===== src/rtl/memerr_pkg.sv =====
package memerr_pkg;
  typedef enum logic {
    KIND_CORR   = 1'b0,
    KIND_UNCORR = 1'b1
  } err_kind_e;

  localparam int KINDS = 2;
endpackage


===== src/rtl/memerr_sat_ctr.sv =====
module memerr_sat_ctr #(
  parameter int W = 16
) (
  input  logic         clk,
  input  logic         rst,
  input  logic         clr,
  input  logic         inc,
  output logic [W-1:0] count
);
  localparam logic [W-1:0] TOP = {W{1'b1}};

  always_ff @(posedge clk) begin
    if (rst || clr)
      count <= '0;
    else if (inc && count != TOP)
      count <= count + W'(1);
  end

  assert_clear_zero_R6: assert property (@(posedge clk) disable iff (rst)
    clr |=> count == '0);
  assert_clear_wins_R7: assert property (@(posedge clk) disable iff (rst)
    (clr && inc) |=> count == '0);
  assert_sat_hold_R8: assert property (@(posedge clk) disable iff (rst)
    (inc && !clr && count == TOP) |=> count == TOP);
  assert_single_step_R1: assert property (@(posedge clk) disable iff (rst)
    (inc && !clr && count != TOP) |=> count == $past(count) + W'(1));
  assert_idle_stable_R1: assert property (@(posedge clk) disable iff (rst)
    (!inc && !clr) |=> $stable(count));
endmodule


===== src/rtl/memerr_event_decode.sv =====
module memerr_event_decode
  import memerr_pkg::*;
#(
  parameter int NUM_CH   = 3,
  parameter int NUM_SLOT = 3,
  parameter int CH_W     = 2,
  parameter int SLOT_W   = 2,
  localparam int NUM_MOD = NUM_CH * NUM_SLOT
) (
  input  logic                      clk,
  input  logic                      rst,
  input  logic                      err_valid,
  input  logic                      err_uncorr,
  input  logic                      err_has_loc,
  input  logic [CH_W-1:0]           err_chan,
  input  logic [SLOT_W-1:0]         err_slot,
  input  logic                      clr,
  output logic [NUM_MOD*KINDS-1:0]  mod_inc,
  output logic [NUM_SLOT*KINDS-1:0] slot_inc,
  output logic [KINDS-1:0]          tot_inc,
  output logic [KINDS-1:0]          ni_inc
);
  logic     act;
  logic     loc_ok;
  err_kind_e kind;

  assign act    = err_valid && !clr;
  assign kind   = err_kind_e'(err_uncorr);
  assign loc_ok = err_has_loc
                  && ({1'b0, err_chan} < (CH_W+1)'(NUM_CH))
                  && ({1'b0, err_slot} < (SLOT_W+1)'(NUM_SLOT));

  for (genvar k = 0; k < KINDS; k++) begin : g_kind
    logic kind_hit;
    assign kind_hit   = act && (kind == err_kind_e'(k));
    assign tot_inc[k] = kind_hit;
    assign ni_inc[k]  = kind_hit && !loc_ok;

    for (genvar m = 0; m < NUM_MOD; m++) begin : g_mod
      assign mod_inc[m*KINDS + k] = kind_hit && loc_ok
        && (err_chan == CH_W'(m / NUM_SLOT))
        && (err_slot == SLOT_W'(m % NUM_SLOT));
    end

    for (genvar s = 0; s < NUM_SLOT; s++) begin : g_slot
      assign slot_inc[s*KINDS + k] = kind_hit && loc_ok
        && (err_slot == SLOT_W'(s));
    end
  end

  assert_one_module_R1: assert property (@(posedge clk) disable iff (rst)
    $onehot0(mod_inc));
  assert_one_slot_R2: assert property (@(posedge clk) disable iff (rst)
    $onehot0(slot_inc));
  assert_total_matches_R3: assert property (@(posedge clk) disable iff (rst)
    (|tot_inc) == ((|mod_inc) || (|ni_inc)));
  assert_noloc_exclusive_R4: assert property (@(posedge clk) disable iff (rst)
    (|ni_inc) |-> !(|mod_inc) && !(|slot_inc));
  assert_clear_blocks_R7: assert property (@(posedge clk) disable iff (rst)
    clr |-> !(|tot_inc) && !(|mod_inc) && !(|slot_inc));
endmodule


===== src/rtl/memerr_read_port.sv =====
module memerr_read_port #(
  parameter int NUM_REG = 29,
  parameter int CNT_W   = 16,
  parameter int ADDR_W  = 5,
  localparam int IDX_W  = $clog2(NUM_REG)
) (
  input  logic              clk,
  input  logic              rst,
  input  logic              rd_en,
  input  logic [ADDR_W-1:0] rd_addr,
  input  logic [CNT_W-1:0]  regs [NUM_REG],
  output logic [CNT_W-1:0]  rd_data
);
  logic             in_map;
  logic [CNT_W-1:0] sel;

  assign in_map = {1'b0, rd_addr} < (ADDR_W+1)'(NUM_REG);

  always_comb begin
    sel = '0;
    if (in_map)
      sel = regs[rd_addr[IDX_W-1:0]];
  end

  always_ff @(posedge clk) begin
    if (rst)
      rd_data <= '0;
    else if (rd_en)
      rd_data <= sel;
  end

  assert_idle_hold_R9: assert property (@(posedge clk) disable iff (rst)
    !rd_en |=> $stable(rd_data));
  assert_unmapped_zero_R9: assert property (@(posedge clk) disable iff (rst)
    (rd_en && !in_map) |=> rd_data == '0);
endmodule


===== src/rtl/memerr_count_bank.sv =====
module memerr_count_bank
  import memerr_pkg::*;
#(
  parameter int NUM_CH   = 3,
  parameter int NUM_SLOT = 3,
  parameter int CNT_W    = 16,
  parameter int CH_W     = 2,
  parameter int SLOT_W   = 2,
  parameter int ADDR_W   = 5
) (
  input  logic              clk,
  input  logic              rst,
  input  logic              err_valid,
  input  logic              err_uncorr,
  input  logic              err_has_loc,
  input  logic [CH_W-1:0]   err_chan,
  input  logic [SLOT_W-1:0] err_slot,
  input  logic              sec_tick,
  input  logic              clr,
  input  logic              rd_en,
  input  logic [ADDR_W-1:0] rd_addr,
  output logic [CNT_W-1:0]  rd_data
);
  localparam int NUM_MOD   = NUM_CH * NUM_SLOT;
  localparam int MOD_REGS  = NUM_MOD * KINDS;
  localparam int SLOT_BASE = MOD_REGS;
  localparam int TOT_BASE  = SLOT_BASE + NUM_SLOT * KINDS;
  localparam int NI_BASE   = TOT_BASE + KINDS;
  localparam int SEC_IDX   = NI_BASE + KINDS;
  localparam int NUM_REG   = SEC_IDX + 1;

  logic [MOD_REGS-1:0]       mod_inc;
  logic [NUM_SLOT*KINDS-1:0] slot_inc;
  logic [KINDS-1:0]          tot_inc;
  logic [KINDS-1:0]          ni_inc;
  logic [CNT_W-1:0]          regs [NUM_REG];

  memerr_event_decode #(
    .NUM_CH(NUM_CH), .NUM_SLOT(NUM_SLOT), .CH_W(CH_W), .SLOT_W(SLOT_W)
  ) u_decode (
    .clk(clk), .rst(rst),
    .err_valid(err_valid), .err_uncorr(err_uncorr),
    .err_has_loc(err_has_loc), .err_chan(err_chan), .err_slot(err_slot),
    .clr(clr),
    .mod_inc(mod_inc), .slot_inc(slot_inc),
    .tot_inc(tot_inc), .ni_inc(ni_inc)
  );

  for (genvar g = 0; g < MOD_REGS; g++) begin : g_mod_ctr
    memerr_sat_ctr #(.W(CNT_W)) u_ctr (
      .clk(clk), .rst(rst), .clr(clr), .inc(mod_inc[g]), .count(regs[g])
    );
  end

  for (genvar g = 0; g < NUM_SLOT*KINDS; g++) begin : g_slot_ctr
    memerr_sat_ctr #(.W(CNT_W)) u_ctr (
      .clk(clk), .rst(rst), .clr(clr), .inc(slot_inc[g]),
      .count(regs[SLOT_BASE+g])
    );
  end

  for (genvar k = 0; k < KINDS; k++) begin : g_sum_ctr
    memerr_sat_ctr #(.W(CNT_W)) u_tot (
      .clk(clk), .rst(rst), .clr(clr), .inc(tot_inc[k]),
      .count(regs[TOT_BASE+k])
    );
    memerr_sat_ctr #(.W(CNT_W)) u_ni (
      .clk(clk), .rst(rst), .clr(clr), .inc(ni_inc[k]),
      .count(regs[NI_BASE+k])
    );
  end

  memerr_sat_ctr #(.W(CNT_W)) u_seconds (
    .clk(clk), .rst(rst), .clr(clr), .inc(sec_tick && !clr),
    .count(regs[SEC_IDX])
  );

  memerr_read_port #(
    .NUM_REG(NUM_REG), .CNT_W(CNT_W), .ADDR_W(ADDR_W)
  ) u_read (
    .clk(clk), .rst(rst), .rd_en(rd_en), .rd_addr(rd_addr),
    .regs(regs), .rd_data(rd_data)
  );

  assert_tick_counts_R5: assert property (@(posedge clk) disable iff (rst)
    (sec_tick && !clr && regs[SEC_IDX] != {CNT_W{1'b1}})
      |=> regs[SEC_IDX] == $past(regs[SEC_IDX]) + CNT_W'(1));
endmodule


===== config.mk =====
export PLATFORM = sky130hd
export DESIGN_NAME = memerr_count_bank
export DESIGN_NICKNAME = d
export VERILOG_FILES = /design/src/rtl/memerr_pkg.sv /design/src/rtl/memerr_sat_ctr.sv /design/src/rtl/memerr_event_decode.sv /design/src/rtl/memerr_read_port.sv /design/src/rtl/memerr_count_bank.sv
export SDC_FILE = /design/constraint.sdc
export NUM_CORES = 1
export LEC_CHECK = 0
export ABC_AREA = 1
export BUFFER_PORTS_ARGS = -buffer_cell sky130_fd_sc_hd__buf_4
export CAP_MARGIN = 20
export CORE_ASPECT_RATIO = 1.5
export CORE_MARGIN = 2
export CORE_UTILIZATION = 44
export CTS_CLUSTER_DIAMETER = 30
export DETAILED_ROUTE_END_ITERATION = 10
export GPL_TIMING_DRIVEN = 0
export HOLD_SLACK_MARGIN = 0.1
export PLACE_DENSITY = 0.7
export SETUP_SLACK_MARGIN = 0.05
export SLEW_MARGIN = 15
export SYNTH_ARGS = -nofsm -noshare
export SYNTH_HDL_FRONTEND = slang
export SYNTH_HIERARCHICAL = 1
export SYNTH_SLANG_ARGS = --single-unit

===== constraint.sdc =====
create_clock -name clk -period 2.4 [get_ports clk]
set_input_delay 0.24 -clock clk [delete_from_list [all_inputs] [get_ports clk]]
set_output_delay 0.24 -clock clk [all_outputs]
set_load 0.05 [all_outputs]

# --- Yosys cells after proc, flatten, opt, wreduce, memory -nomap -nowiden ---
# Cells that the tools add are included.
totals:
  ff_bits: 480
  wordCells: 176
  input_bits: 17
op_classes:
  addsub: 29
  n_lt_le_gt_ge: 4
  n_reduce_logical: 74
  n_mux: 4
  n_eq_ne: 33
  n_bitwise: 2
ops:
  columns: ["op", "count"]
  rows:
  - ["adder 16 x 1 -> 16 bit (second input constant)", 29]
  - ["inequality test 16 bit (second input constant)", 29]
  - ["binary-select mux 16 bit (select 5 bit)", 1]
  - ["logical AND 1 bit", 69]
  - ["2-to-1 mux 16 bit", 3]
  - ["greater-or-equal comparator 6 bit (second input constant)", 1]
  - ["NOT 5 -> 6 bit", 1]
  - ["less-than comparator 5 bit (second input constant)", 1]
  - ["== test 2 x 1 -> 1 bit (second input constant)", 2]
  - ["== test 2 bit (second input constant)", 2]
  - ["logical NOT 2 bit", 2]
  - ["less-than comparator 2 bit (second input constant)", 2]
  - ["logical NOT 1 bit", 2]
  - ["logical OR 1 bit", 1]
  - ["NOT 1 bit", 1]

# --- Longest topological paths before layout ---
# Gate-level depths: netlist of run 1.
depth:
  word_depth: 7
  ltp_mapped: 14
  depth_no_buf: 14

# --- Hierarchy ---
# The synthesis of run 1 kept the hierarchy.
by_module_without_submodules:
  columns: ["module", "n_inst", "area_per_inst_um2", "cells_each", "seq_area_each_um2"]
  rows:
  - ["memerr_sat_ctr", 29, 950.9, 149, 320.3]
  - ["memerr_read_port", 1, 6568.8, 1564, 320.3]
  - ["memerr_event_decode", 1, 292.8, 57, 0.0]
  - ["memerr_count_bank", 1, 10.0, 2, 0.0]

# --- Worst setup path after synthesis of run 1 ---
# No wires, ideal clock.
synth_path:
  path_kind: "in2reg"
  from: "input clr"
  to: "register g_mod_ctr[14].u_ctr.count[14]"
  stages: 12
  t_required_ns: 2.285
  t_arrival_ns: 1.525
  setup_ns: 0.115
  path_buffers: 0
  path_slack_ns: 0.760
  path_cell_list: "inv_1 nand2_1 nor2_4 nand3_2 nor2_1 inv_2 nor2_2 nand2_1 nor2_1 nand3_1 nand2_1 nor2_1"
synth_via:
  elab_chain_len: 7
  elab_cells_between_ends: 8
  cone_classes: "reduce/logical: 8"
synth_rtl:
  columns: ["item", "line", "source"]
  rows:
  - ["start, declared", "memerr_count_bank.sv:19", "input logic clr,"]
  - ["logical NOT 1 bit", "memerr_event_decode.sv:27", "assign act = err_valid && !clr;"]
  - ["logical AND 1 bit", "memerr_event_decode.sv:27", null]
  - ["logical AND 1 bit", "memerr_event_decode.sv:35", "assign kind_hit = act && (kind == err_kind_e'(k));"]
  - ["named net u_decode.g_kind[0].kind_hit", "memerr_event_decode.sv:34", "logic kind_hit;"]
  - ["logical AND 1 bit", "memerr_event_decode.sv:40", "assign mod_inc[m*KINDS + k] = kind_hit && loc_ok"]
  - ["logical AND 1 bit", "memerr_event_decode.sv:41", "&& (err_chan == CH_W'(m / NUM_SLOT))"]
  - ["logical AND 1 bit", "memerr_event_decode.sv:42", "&& (err_slot == SLOT_W'(m % NUM_SLOT));"]
  - ["named net mod_inc[14]", "memerr_count_bank.sv:32", "logic [MOD_REGS-1:0] mod_inc;"]
  - ["logical AND 1 bit", "memerr_sat_ctr.sv:15", "else if (inc && count != TOP)"]
  - ["end signal, assigned", "memerr_sat_ctr.sv:16", "count <= count + W'(1);"]
  - ["end, declared", "memerr_sat_ctr.sv:8", "output logic [W-1:0] count"]
# The timed path passes the listed nets, and every way through them passes these cells.
# A chain may end at the register's enable or synchronous reset.

# --- Final worst setup path of run 1 ---
layout_path:
  from: "input clr"
  to: "register g_mod_ctr[11].u_ctr.count[12]"
layout_via:
  elab_chain_len: 7
  elab_cells_between_ends: 8
  cone_classes: "reduce/logical: 8"
layout_rtl:
  columns: ["item", "line"]
  rows:
  - ["logical NOT 1 bit", "memerr_event_decode.sv:27"]
  - ["logical AND 1 bit", "memerr_event_decode.sv:27"]
  - ["logical AND 1 bit", "memerr_event_decode.sv:35"]
  - ["named net u_decode.g_kind[1].kind_hit", "memerr_event_decode.sv:34"]
  - ["logical AND 1 bit", "memerr_event_decode.sv:40"]
  - ["logical AND 1 bit", "memerr_event_decode.sv:41"]
  - ["logical AND 1 bit", "memerr_event_decode.sv:42"]
  - ["named net mod_inc[11]", "memerr_count_bank.sv:32"]
  - ["logical AND 1 bit", "memerr_sat_ctr.sv:15"]
  - ["end signal, assigned", "memerr_sat_ctr.sv:16"]
  - ["end, declared", "memerr_sat_ctr.sv:8"]
# The timed path passes the listed nets, and every way through them passes these cells.

==> metrics, run 1 <==
CP Max Fanout=31; boundary pin count=33; pwr/cell area=625 nW/um^2; Max IR drop VDD=0.000587 V; sequential area share after synthesis=27.9%; CP Class=in -> reg; measured slew at the worst slew-check pin=878 ps; P_sw=6.27 mW; Yosys cell types=28; worst rel slew slack=41.5%; Routed WL=114000 um; post-synthesis cell count=5944; NumNets Final=6130; synthesis-stage register bit count=480; Clock Sinks=480; via/cell ratio=5.15; Leak=15.4 nW; Area Growth Syn to Fin=15.3%; vias in the first global route=34400; crit share post-route=96.1%; WP data arrival=2910 ps; Root Buffer=clkbuf_16; RSZ-0062 raised after global routing=yes; final setup violation count=0; initial antenna violation count=1; Final min period=2310 ps; Fin Clk Skew=26.6 ps; first-pass GRT wire length=179000 um; global route overflow=0; Highest Clock Rate=433 MHz; Initial DRC Count=2880; Worst setup SP type=input pin; Critical Path End Type=flip-flop; # DRC=0; cell row count=125; Final Wtd Congestion=0.983; final-report max-slew violation count=0; htree depth=3; Comb power frac=6.3%; Die X-Extent=232 um; TritonCTS clock tree=done; first drt pass iteration count=6; sequential share of power=32.4%; initial core utilization=44.4%; Yosys warning count=6; Wirelength per Cell=15.8 um; Die Ht=347 um; Mapped Nets=5990; TritonCTS Buffers=109; antenna viol nets, final=0; post-placement cell count=6987; Hold Path Class=in -> reg; Max Cap Viol=0; core area=77600 um^2; P_int=18.6 mW; Via Count=37000; largest net degree at the start of global routing=32; I/O Buffers=27; clk slew on worst S/H paths=50 ps; Hold Crit Depth=6; Fin. Hold Viols=0; CTS max path bufs=3; cell area after synthesis=34400 um^2; Non-Filler Instances=7190; layout cells sized above 1=12.6%; final core utilization=51.2%; Worst Path Required=3000 ps; Clk Latency, worst-skew pair=690 ps; total track usage=27.8%; Worst Reg-to-Reg Cells=10; full die area=80600 um^2; Avg Cell Area, Syn=5.80 um^2; Post-DP HPWL=88100 um; Clock Power Share=61.3%; Sw Share=25.2%; status=completed
sequential cells by signal, indices dropped and copies added, names as in the netlist:
name / flops
g_sum_ctr.u_ni/count: 32
u_seconds/count: 16
g_sum_ctr.u_tot/count: 32
g_mod_ctr.u_ctr/count: 288
u_read/rd_data: 16
g_slot_ctr.u_ctr/count: 96
placed cells by master, fill, tap and decap left out, types with 3 or more instances in the layout:
| cell type | count |
|---|---|
| buf_4 | 58 |
| nor2_4 | 119 |
| buf_6 | 29 |
| clkinv_4 | 5 |
| buf_1 | 3 |
| nand3_2 | 6 |
| clkbuf_1 | 29 |
| inv_6 | 12 |
| clkinv_2 | 25 |
| nand2_4 | 29 |
| nand2_1 | 1821 |
| clkbuf_8 | 14 |
| a21oi_1 | 277 |
| nand4_1 | 87 |
| clkinv_1 | 29 |
| o21ai_0 | 87 |
| a31oi_1 | 16 |
| inv_2 | 31 |
| ha_1 | 29 |
| clkinvlp_4 | 10 |
| buf_2 | 72 |
| o21ai_2 | 29 |
| bufinv_16 | 13 |
| inv_1 | 703 |
| nor3_1 | 58 |
| nor2_2 | 95 |
| nand2_2 | 89 |
| clkbuf_16 | 109 |
| dfxtp_1 | 480 |
| a21boi_1 | 29 |
| clkinv_8 | 3 |
| nor2_1 | 1145 |
| nand4_2 | 29 |
| nand3_1 | 598 |
critical path, cell delays in order:
cell and delay (ps):
buf_4 330, inv_1 120, nand2_1 130, nor2_4 250, nand3_2 440, nor2_1 520
inv_2 110, nor2_2 210, nand2_1 100, nor2_1 190, o21ai_0 100, a21oi_1 120
cells by family (layout without fill, tap and decap cells):
kind of cell / after synthesis / after routing / synth area share [%]
compound gates: 438 / 438 / 6.95
fa+ha+maj: 29 / 29 / 1.05
buf+inv: 920 / 1149 / 11.3
flops: 480 / 480 / 27.9
other cells: 0 / 1 / 0
simple gates: 4077 / 4077 / 52.8
per-layer routing:
metal / wire length, um / vias up / GRT usage [%]
li1: - / 18900 / -
met2: 54100 / 1192 / 48.1
met1: 44100 / 16600 / 31.1
met4: 8490 / 0 / 19.1
met5: 0 / - / 0
met3: 7190 / 410 / 4.57
final cells by class:
class / count / area, um^2
Tap cell: 1016 / 1270
Fill cell: 8122 / 37800
Inverter: 763 / 2860
Clock buffer: 131 / 2950
Buffer: 157 / 1010
Antenna cell: 1 / 2.50
Timing Repair Buffer: 29 / 223
Clock inverter: 69 / 818
Sequential cell: 480 / 9610
Multi-Input combinational cell: 4544 / 21000
per-stage QoR:
step	instance area [um^2]	setup WS, ps	power [mW]	setup TNS (ps)	hold slack (ps)
after floorplan	34400	760	9.14	0	441
after global placement	35900	-609	9.69	-66150	456
after detailed placement	35900	-631	9.70	-71400	459
after CTS	39700	78.2	25.0	0	118
after global routing	39700	27.2	25.5	0	205
final	39700	92.5	24.8	0	141
timing repair:
| item | CTS | global route |
|---|---|---|
| endpoints found under the hold margin | 9 | 0 |
| resized for setup | 0 | 7 |
| endpoints found under the setup margin | 0 | 20 |
| setup buffers | 0 | 0 |
| hold buffers | 2 | 0 |
power groups by stage:
stage          logic, mW  clock network [mW]  registers (mW)
2_1_floorplan      0.904                   0            8.23
5_1_grt             1.67                15.8            8.03
4_1_cts             1.51                15.4            8.04
3_5_place_dp        1.51                   0            8.19
6_report            1.55                15.2            8.04
3_3_place_gp        1.50                   0            8.19
Yosys cell counts, drive strengths merged:
cell / count / area [um^2]
a21boi: 29 / 218
a21oi: 277 / 1390
a31oi: 16 / 100
buf: 135 / 931
clkbuf: 22 / 83.8
clkinv: 29 / 109
dfxtp: 480 / 9610
ha: 29 / 363
inv: 734 / 2760
nand2: 1939 / 7720
nand3: 604 / 3050
nand4: 116 / 907
nor2: 1360 / 6230
nor3: 58 / 290
o21ai: 116 / 689
path summary, 6_finish.rpt:
check / startpoint / end / slack, ps
worst max-delay path: clr / g_mod_ctr[11].u_ctr/count[12] / 90
worst min-delay path: err_uncorr / g_sum_ctr[0].u_tot/count[1] / 140
worst max register to register: g_mod_ctr[2].u_ctr/count[14] / u_read/rd_data[14] / 760
worst min register to register: u_read/rd_data[1] / u_read/rd_data[1] / 460
Note: power is estimated with default switching activity, not from simulation.
==> run 2: changes to the inputs <==
MAX_ROUTING_LAYER = met4   (was not set)
==> run 2 against run 1 <==
Compared with the run above: clock skew rose by 2.3 ps; core utilization rose by 0.52 points; critical endpoint unchanged; total power rose by 6.4%; setup slack improved by 58 ps.
==> metrics, run 2 (synthesis results as in run 1) <==
Final Wtd Congestion=1.00; Fin Clk Skew=28.9 ps; initial antenna violation count=2; Final TNS setup=0 ps; worst reg2reg startpoint=g_mod_ctr[2].u_ctr/count[4]; status=completed; measured slew at the worst slew-check pin=923 ps; NumNets Final=6134; vias in the first global route=34400; Clock Power Share=63.6%; WP data arrival=2870 ps; Min-Delay Startpoint=err_uncorr; Highest Clock Rate=445 MHz; full die area=80600 um^2; final-report max-slew violation count=0; boundary pin count=33; CP Class=in -> reg; cell row count=125; Fin. Hold Viols=0; global route overflow=0; Hold Crit Depth=6; dpl cell area=35900 um^2; TritonCTS Buffers=113; Max Cap Viol=0; antenna viol nets, final=0; worst rel slew slack=38.5%; Post-CTS Setup Bufs=0; first-pass GRT wire length=180000 um; flop2flop setup slack=720 ps; # fillers=8182; largest net degree at the start of global routing=32; Critical Path End Type=flip-flop; sequential share of power=30.5%; Die X-Extent=232 um; core area=77600 um^2; Clock Sinks=480; Via Count=37300; final setup violation count=0; RSZ-0062 raised after global routing=no; P_int=20.2 mW; Routed WL=115000 um; reg2reg end=u_read/rd_data[4]; Area Growth Syn to Fin=16.5%; hold worst-path end=g_sum_ctr[0].u_tot/count[0]; P_sw=6.20 mW; Initial DRC Count=2718; Final min period=2250 ps; Leak=15.6 nW; Worst Reg-to-Reg Cells=10; number of flip-flops in the largest register=288; top flop regs=g_mod_ctr.u_ctr/count (288), g_slot_ctr.u_ctr/count (96); I/O Buffers=27; Finished Cell Area=40100 um^2; Root Buffer=clkbuf_16; Clk Latency, worst-skew pair=700 ps; # DRC=0; Biggest register=g_mod_ctr.u_ctr/count; Max IR drop VDD=0.000524 V; crit share post-route=93.7%; Sw Share=23.5%; initial core utilization=44.4%; Worst setup SP type=input pin; Worst Path Required=3020 ps; htree depth=3; layout cells sized above 1=12.7%; Hold Path Class=in -> reg; TritonCTS clock tree=done; Die Ht=347 um; CTS max path bufs=3; Wirelength per Cell=16.0 um; clk slew on worst S/H paths=50 ps; total track usage=29.0%; via/cell ratio=5.18; first drt pass iteration count=5; CP Max Fanout=31; pwr/cell area=658 nW/um^2; Comb power frac=5.9%; commonest non-fill, non-tap cell in the layout=nand2_1; most frequent cells in the layout=1821 x nand2_1, 1147 x nor2_1, 703 x inv_1; Post-DP HPWL=88900 um
run 2: per-layer routing:
metal	track usage [%]	wire, um
met1	31.6	45100
met2	49.5	55900
met3	4.22	6660
met4	18.0	7690
met5	-	0
run 2: worst max path at each step:
stage / startpoint / endpoint / slack (ps) / cells after the start
4_1_cts: clr / g_mod_ctr[17].u_ctr/count[14] / 80 / 13
5_1_grt: clr / g_mod_ctr[13].u_ctr/count[12] / 40 / 12
3_3_place_gp: clr / g_mod_ctr[16].u_ctr/count[14] / -640 / 13
6_report: clr / g_mod_ctr[11].u_ctr/count[12] / 150 / 12
3_5_place_dp: clr / g_mod_ctr[16].u_ctr/count[14] / -690 / 13
2_1_floorplan: clr / g_mod_ctr[14].u_ctr/count[14] / 760 / 12
run 2: cell type report:
type	count	area, um^2	share of cell area (%)
multi-input combinational	4544	21000	52.3
clock inverter	63	963	2.40
antenna	3	7.51	0.0187
tap	1016	1270	3.17
timing repair buffer	29	223	0.555
sequential	480	9610	23.9
buffer	157	1010	2.53
inverter	763	2860	7.14
clock buffer	146	3210	7.99
run 2: worst max-delay path, cell delays in order:
cell and delay, ps:
buf_4 330, inv_1 120, nand2_1 130, nor2_4 250, nand3_2 400, nor2_1 490, inv_2 120, nor2_2 210
nand2_1 100, nor2_1 200, o21ai_0 110, a21oi_1 130
run 2: repair_timing:
| action | CTS | global route |
|---|---|---|
| hold endpoints to repair | 10 | 0 |
| gates resized for setup | 1 | 4 |
| setup endpoints to repair | 1 | 16 |
| hold buffers | 2 | 0 |
| cloned | 0 | 0 |
run 2: power groups by stage:
stage	sequential [mW]	combinational [mW]	clock [mW]
after floorplan	8.23	0.904	0
after global placement	8.19	1.51	0
after detailed placement	8.19	1.52	0
after CTS	8.04	1.52	17.0
after global routing	8.04	1.67	17.4
final	8.05	1.56	16.8
run 2: per-stage QoR:
stage	total power, mW	utilization, %	setup WS (ps)	cells	hold slack [ps]
2_1_floorplan	9.14	-	760	5944	441
3_3_place_gp	9.70	46.3	-644	6987	458
3_5_place_dp	9.71	46.3	-693	6987	460
4_1_cts	26.6	51.7	76.2	7198	102
5_1_grt	27.2	51.7	41.4	7200	163
6_report	26.4	51.7	150	7201	144
